## src/rtl/rate_strobe_pkg.sv

```systemverilog
package rate_strobe_pkg;
  localparam int unsigned DIV_W_DEF = 16;

  typedef enum logic {
    RATE_DIVIDED = 1'b0,
    RATE_FULL    = 1'b1
  } rate_sel_e;
endpackage

```

## src/rtl/rsg_period_sel.sv

```systemverilog
// Captures the period length at each period start; flags lengths that mean full rate.
module rsg_period_sel #(
  parameter int unsigned DIV_W = rate_strobe_pkg::DIV_W_DEF
) (
  input  logic             clk_i,
  input  logic             rst_ni,
  input  logic             start_i,
  input  logic [DIV_W-1:0] divisor_i,
  output logic [DIV_W-1:0] len_o,
  output logic             short_o
);
  localparam logic [DIV_W-1:0] MIN_DIV = DIV_W'(2);

  logic [DIV_W-1:0] len_q;

  always_ff @(posedge clk_i or negedge rst_ni) begin
    if (!rst_ni)      len_q <= '0;
    else if (start_i) len_q <= divisor_i;
  end

  // the live divisor applies on the opening edge of a period
  assign len_o   = start_i ? divisor_i : len_q;
  assign short_o = (len_o < MIN_DIV);
endmodule

```

## src/rtl/rsg_counter.sv

```systemverilog
module rsg_counter #(
  parameter int unsigned DIV_W = rate_strobe_pkg::DIV_W_DEF
) (
  input  logic             clk_i,
  input  logic             rst_ni,
  input  logic             hold_i,
  input  logic [DIV_W-1:0] len_i,
  output logic             zero_o,
  output logic             wrap_o,
  output logic [DIV_W-1:0] cnt_o
);
  localparam logic [DIV_W-1:0] ONE = DIV_W'(1);

  logic [DIV_W-1:0] cnt_q;
  logic [DIV_W-1:0] last_c;

  // terminal count one below the length: period equals the divisor exactly
  assign last_c = len_i - ONE;
  assign wrap_o = !hold_i && (cnt_q >= last_c);
  assign zero_o = (cnt_q == '0);
  assign cnt_o  = cnt_q;

  always_ff @(posedge clk_i or negedge rst_ni) begin
    if (!rst_ni)                cnt_q <= '0;
    else if (hold_i || wrap_o)  cnt_q <= '0;
    else                        cnt_q <= cnt_q + ONE;
  end
endmodule

```

## src/rtl/rsg_strobe_reg.sv

```systemverilog
module rsg_strobe_reg (
  input  logic clk_i,
  input  logic rst_ni,
  input  logic hold_i,
  input  logic wrap_i,
  output logic en_o
);
  logic en_q;

  always_ff @(posedge clk_i or negedge rst_ni) begin
    if (!rst_ni) en_q <= 1'b0;
    else         en_q <= hold_i | wrap_i;
  end

  assign en_o = en_q;
endmodule

```

## src/rtl/rate_strobe_gen.sv

```systemverilog
module rate_strobe_gen #(
  parameter int unsigned DIV_W = rate_strobe_pkg::DIV_W_DEF
) (
  input  logic             clk_i,
  input  logic             rst_ni,
  input  logic             full_rate_i,
  input  logic [DIV_W-1:0] divisor_i,
  output logic             en_o
);
  import rate_strobe_pkg::*;

  logic             cnt_zero;
  logic             cnt_wrap;
  logic             len_short;
  logic             hold;
  logic [DIV_W-1:0] len;
  logic [DIV_W-1:0] cnt_q;
  rate_sel_e        sel;

  assign sel  = rate_sel_e'(full_rate_i);
  assign hold = (sel == RATE_FULL) || len_short;

  rsg_period_sel #(.DIV_W(DIV_W)) u_period (
    .clk_i     (clk_i),
    .rst_ni    (rst_ni),
    .start_i   (cnt_zero),
    .divisor_i (divisor_i),
    .len_o     (len),
    .short_o   (len_short)
  );

  rsg_counter #(.DIV_W(DIV_W)) u_cnt (
    .clk_i  (clk_i),
    .rst_ni (rst_ni),
    .hold_i (hold),
    .len_i  (len),
    .zero_o (cnt_zero),
    .wrap_o (cnt_wrap),
    .cnt_o  (cnt_q)
  );

  rsg_strobe_reg u_out (
    .clk_i  (clk_i),
    .rst_ni (rst_ni),
    .hold_i (hold),
    .wrap_i (cnt_wrap),
    .en_o   (en_o)
  );
endmodule

```

## config.mk

```make
export PLATFORM = sky130hd
export DESIGN_NAME = rate_strobe_gen
export DESIGN_NICKNAME = d
export VERILOG_FILES = /design/src/rtl/rate_strobe_pkg.sv /design/src/rtl/rsg_period_sel.sv /design/src/rtl/rsg_counter.sv /design/src/rtl/rsg_strobe_reg.sv /design/src/rtl/rate_strobe_gen.sv
export SDC_FILE = /design/constraint.sdc
export NUM_CORES = 1
export LEC_CHECK = 0
export ABC_AREA = 1
export ABC_CLOCK_PERIOD_IN_PS = 3300
export BUFFER_PORTS_ARGS = -buffer_cell sky130_fd_sc_hd__buf_2
export CAP_MARGIN = 15
export CORE_MARGIN = 10
export CORE_UTILIZATION = 55
export DETAILED_ROUTE_END_ITERATION = 8
export PLACE_DENSITY = 0.87
export RECOVER_POWER = 25
export SLEW_MARGIN = 20
export SYNTH_ARGS = -nofsm -noshare
export SYNTH_HDL_FRONTEND = slang
export SYNTH_SLANG_ARGS = --single-unit
```

## constraint.sdc

```tcl
create_clock -name clk_i -period 3.3 [get_ports clk_i]
set_input_delay 0.66 -clock clk_i [delete_from_list [all_inputs] [get_ports clk_i]]
set_output_delay 0.66 -clock clk_i [all_outputs]
set_load 0.02 [all_outputs]
```

-- Yosys cells after proc, flatten, opt, wreduce, memory -nomap -nowiden
Cells that the tools add are included.
- output and inout port bits: 1
- register bits: 33
- memories kept: 0
- ROM bits: 0
- word-level logic and storage cells: 15
- latch bits: 0
- RAM bits: 0
- input bits: 19
- muxes and demuxes: 2
- add/subtract/negate cells: 2
- $mul: 0
- bitwise gates (word level): 1
- shift-type cells: 0
- order comparisons: 2
- equality and inequality tests: 0
- divide/modulo/power cells: 0
- reduce and logical (&&, ||, !) cells: 5
- operators by type and width (kind ; count):
    2-to-1 mux 16 bit ; 2
    adder 16 x 1 -> 16 bit (second input constant) ; 1
    greater-or-equal comparator 16 bit ; 1
    zero test 16 bit ; 1
    < comparator 16 x 2 -> 1 bit (second input constant) ; 1
    subtractor 16 x 1 -> 16 bit (second input constant) ; 1
    logical OR 1 bit ; 2
    logical AND 1 bit ; 1
    zero test 1 bit ; 1
    bitwise OR 1 bit ; 1

-- Logic depth before layout (Yosys ltp)
- depth after elaboration: 8
- depth in mapped cells: 25
- gate-level depth less buffers: 24

-- Cells and area by module
Synthesis repeated with hierarchy kept, for this count alone.
- cells, all modules: 355
- area total of the unflattened synthesis: 2504.9 um^2
- modules (own cells, without submodules) (module ; times used ; area an instance (um^2) ; seq. area each (um^2) ; cells an instance):
    rsg_counter ; 1 ; 1584.0 ; 400.4 ; 226
    rsg_period_sel ; 1 ; 873.3 ; 400.4 ; 122
    rsg_strobe_reg ; 1 ; 36.3 ; 25.0 ; 4
    rate_strobe_gen ; 1 ; 11.3 ; 0.0 ; 3

-- Least setup slack after synthesis
No wires, ideal clock.
- path kind: flip-flop to flip-flop
- start point: reg u_cnt.cnt_q[0] (netlist: u_cnt.cnt_o[0])
- end point: reg u_cnt.cnt_q[14] (netlist: u_cnt.cnt_o[14])
- data required time: 3.231 ns
- path slack: 0.245 ns
- buffers on the path: 1
- library setup time: 0.069 ns
- arrival time: 2.986 ns
- period minus slack after synthesis: 3.055 ns
- cell stages (with the launch flop): 25
- cells stage by stage: dfrtp_1 -> inv_1 -> ha_1 -> inv_1 -> nor2_1 -> nand2_1 -> nor2_4 -> nand2_2 -> nand2_1 -> nand2_1 -> ha_1 -> nand3_1 -> nor2_1 -> nand3_1 -> nand2_1 -> nand2_1 -> inv_1 -> ha_1 -> nand2_1 -> o211a_1 -> o21ai_0 -> a21oi_1 -> nand2_4 -> buf_12 -> nor2_2
- cells in the longest elaborated chain, start to end: 8
- elaborated cells between the ends (all ways): 11
- those cells by class: add/sub (2); order compare (2); mux (2); reduce/logical (5)
- ends and longest elaborated chain (what ; line ; source):
    start: declaration ; rsg_counter.sv:14 ; logic [DIV_W-1:0] cnt_q;
    start signal: assignment ; rsg_counter.sv:26 ; else cnt_q <= cnt_q + ONE;
    parallel branches: the longest is 7 deep, another holds subtractor 16 x 1 -> 16 bit ; n/a ;
    2-to-1 mux 16 bit (*) ; rsg_counter.sv:25 ; else if (hold_i || wrap_o) cnt_q <= '0;
Every way passes the cells marked *.

-- Final worst setup path
- start point: reg u_cnt.cnt_q[1] (netlist: u_cnt.cnt_o[1])
- end point: reg u_cnt.cnt_q[5] (netlist: u_cnt.cnt_o[5])
Same word-level chain as after synthesis.

==> impl_summary.log <==
INFO  metric status = complete, but fails checks
INFO  metric global_route_wire_length_before_repair = 10.0 mm
INFO  metric yosys.area_share.simple = 40.9%
INFO  metric crit_path_frequent_cell = nand2_1
INFO  metric synth_mux_area_share = 0%
INFO  metric synth_compound_gate_area_share = 3.25%
INFO  metric grt_ovf = 0
INFO  metric total_leakage_power = about 1.6 nW
INFO  metric cts_buffer_depth = 2
INFO  metric ios = 20
INFO  metric reg2regPathDepth = 23
INFO  metric global_route.usage.total = 15.7%
INFO  metric floorplan.die_area = 0.00792 sq mm
INFO  metric worst-endpoint-required = 3510 ps
INFO  metric cp_cell_sequence = inv_2, ha_2, inv_1, nor2_1, nand2_1, nor2_4, nand3b_1, nand2_2, ha_4, nand3_4, nor2_4, buf_4, xor2_2, inv_1, ha_1, nand2_1, inv_1, nand2_1, nand2_1, a21oi_2, buf_6, nand2_4, nor2_1
INFO  metric post_synth_xor_area_fraction = 5.69%
INFO  metric n_antenna_cell = 0
INFO  metric gp_congestion = 0.935
INFO  metric maxClockFrequency = 0.315 GHz
INFO  metric critical_path.slowest_cell = dfrtp_1
INFO  metric hold_violations = 0
INFO  metric area_growth = 19.3%
INFO  metric drt-vias-per-instance = 5.29
INFO  metric critical_path_class = register to register
INFO  metric tns = 0 ps
INFO  metric setup_violations = 0
INFO  metric min_period = 3180 ps
INFO  metric worst_setup_hold_path_clk_slew = 60 ps
INFO  metric reg2reg_to = u_cnt.cnt_o[5]
INFO  metric crit_path_max_fanout = 5
INFO  metric timing.reg2reg.setup_slack = 120 ps
INFO  metric synth_top_family_by_area = simple AND/OR/NAND/NOR gates
INFO  metric routed-via-count = 2481
INFO  metric finalMaxSlewViolations = 34
INFO  metric critical_path.startpoint_type = register
INFO  metric synth.ff_latch_count = 33
INFO  metric crit-reg2reg-launch = u_cnt.cnt_o[1]
INFO  metric synth_top_flop_cell = dfrtp_1
INFO  metric yosysWarningCount = 0
INFO  metric grt_antenna_before_repair = 0
INFO  metric cts_hold_repair.buffers = 0
INFO  metric initial_utilization = 56.2%
INFO  metric drt_iter0_drc = 149
INFO  metric route.detailed.drc = 0
INFO  metric most-common-layout-cells = 103 x nand2_1, 51 x inv_1, 34 x nor2_1
INFO  metric synthCells = 372
INFO  metric placed_cell_area = about 0.0028 sq mm
INFO  metric synth_seq_area_share = a little under a third
INFO  metric power.sequential.fraction = 36.4%
INFO  metric grt_max_degree = 34
INFO  metric cellPowerDensity = 417 mW/mm^2
INFO  metric power.switching = about 0.5 mW
INFO  metric synth-async-reset-ratio = 100%
INFO  metric power_switching_share = 38.3%
INFO  metric mappedNetlistArea = around 0.0026 sq mm
INFO  metric critPathCapture = u_cnt.cnt_o[5]
INFO  metric distinct_cell_type_count_after_synthesis = 24
INFO  metric synth.net_count = 410
INFO  metric dr.pass1.iters = 4
INFO  metric cell_internal_pwr = 0.803 mW
INFO  metric synth-edff-count = 0
INFO  metric syn-mean-instance-area = 7.04 sq um
INFO  metric endpoint_kind = register
INFO  metric io_buffer_count = 19
INFO  metric num-nets-final = 453
INFO  metric place.detailed.instances = 449
INFO  metric finalInstanceArea = 0.00312 sq mm
INFO  metric post_route_cells_drive_above_1_share = 24.6%
INFO  metric clk-insertion-delay-late = 280 ps
INFO  metric grt_pass1_vias = 2276
INFO  metric maxCapViolations = 1
INFO  metric cts_inserted_buffers = 5
INFO  metric htree_num_levels = 2
INFO  metric violated_checks = capacitance limit, slew limit
INFO  metric tritoncts = built
INFO  metric timing.hold.worst.class = register to register
INFO  metric chipHeight = 89.0 um
INFO  metric count_of_standard_cell_rows = 25
INFO  metric tightestPinTransition = 1810 ps
INFO  metric irDropWorstVdd = 0.000253 V
INFO  metric routed_wire_length_per_instance = roughly 14 um
INFO  metric critical_path.max_stage_delay = 400 ps
INFO  metric finalClockSkew = about 5.6 ps
INFO  metric synthAdderAreaFrac = 9.08%
INFO  metric p_clk_share = 23.4%
INFO  metric comb_power_share = 40.2%
INFO  metric clock_sink_count = 33
INFO  metric layout.cells.non_filler = between 400 and 500
INFO  metric core-area = between 0.004 and 0.005 sq mm
INFO  metric critical_path.startpoint = u_cnt.cnt_o[1]
INFO  metric cts-root-buf = clkbuf_8
INFO  metric die_x = 89.0 um
INFO  metric tcrit_tclk_final = between 90% and 100%
INFO  metric antenna_left = 0
INFO  metric worst_ep_arrival = 3390 ps
INFO  metric dp_hpwl = approximately 4.7 mm
INFO  metric most_common_cell_after_layout_fill_and_taps_aside = nand2_1
INFO  metric max_slew_margin = -20.7%
INFO  metric whs = about 530 ps
INFO  metric utilization = between 60% and 70%
INFO  metric wirelength = 6.73 mm
==> stage by stage <==
step	worst slack, ps	power (mW)
final	122	1.30
after detailed placement	-51.4	0.915
after global placement	116	0.896
after CTS	1.02	1.22
after global routing	-133	1.39
after floorplan	245	0.812
==> worst max-delay path: cells and delay by family (launching register included) <==
kind                       cells  cell delay, ps
AOI/OAI and AO/OA              1             160
xor gates and xnor gates       1             140
adders and majority gates      3             610
buffers and inverters          6             490
DFF                            1             400
and+or+nand+nor               12            1270
==> layout make-up <==
class	instances	area (sq um)
Tap cell	54	67.6
Multi-Input combinational cell	284	1690
Timing Repair Buffer	38	240
Clock buffer	7	86.3
Inverter	53	199
Sequential cell	33	835
Fill cell	407	1540
==> synth_stat cells, types with 3 or more instances <==
library cell	n	area share [%]
inv_1	53	7.6
nor2_1	41	5.9
a21oi_1	7	1.3
dfrtp_1	33	32
nand4_1	3	0.72
nand3b_1	11	3.2
nor3_1	4	0.76
nand3_1	34	6.5
xnor2_1	3	1.0
ha_1	19	9.1
xor2_1	14	4.7
nand2_2	7	1.7
nor2_2	13	3.1
o21ai_0	5	0.96
nand2_1	109	16
nor2_4	5	2.2
==> worst min-delay path by stage <==
stage	start	slack, ps	to	cells past startpoint
after floorplan	rst_ni	360	u_cnt.cnt_o[0]	0
after global placement	u_cnt.cnt_o[0]	470	u_cnt.cnt_o[0]	1
after detailed placement	u_cnt.cnt_o[0]	480	u_cnt.cnt_o[0]	1
after CTS	rst_ni	460	u_period.len_q[4]	1
after global routing	u_cnt.cnt_o[0]	560	u_cnt.cnt_o[0]	2
final	u_period.len_q[15]	530	u_period.len_q[15]	2
==> metal layers <==
layer  vias to the layer above  GRT usage, %  wire length (um)
met1                      1155          19.3              2920
li1                       1250             -                 -
met2                        67          27.1              3330
met4                         0          4.34                89
met3                         9          3.56               392
met5                         -             0                 0
==> state kept, by name, indices dropped and copies added (netlist names) <==
name / flops
u_cnt.cnt_o: 16
u_out.en_o: 1
u_period.len_q: 16
==> what timing repair did <==
action	4_1_cts	5_1_grt
gates resized for setup	1	41
setup buffers	0	11
endpoints found under the setup margin	17	17
pin swaps	0	11
cloned	0	2
==> cell families (layout without fill, tap and decap cells) <==
kind of cell,after synthesis,count (layout)
compound gates,15,15
xor+xnor,17,17
fa+ha+maj,19,19
buf+inv,57,98
flops,33,33
simple gates,231,233
==> power by group through the flow <==
| stage | Sequential [mW] | Clock [mW] | Combinational [mW] |
|---|---|---|---|
| 2_1_floorplan | 0.477 | 0 | 0.335 |
| 3_3_place_gp | 0.478 | 0 | 0.418 |
| 3_5_place_dp | 0.481 | 0 | 0.434 |
| 4_1_cts | 0.473 | 0.308 | 0.437 |
| 5_1_grt | 0.477 | 0.324 | 0.587 |
| 6_report | 0.474 | 0.304 | 0.523 |
(Power assumes the default switching activity.)
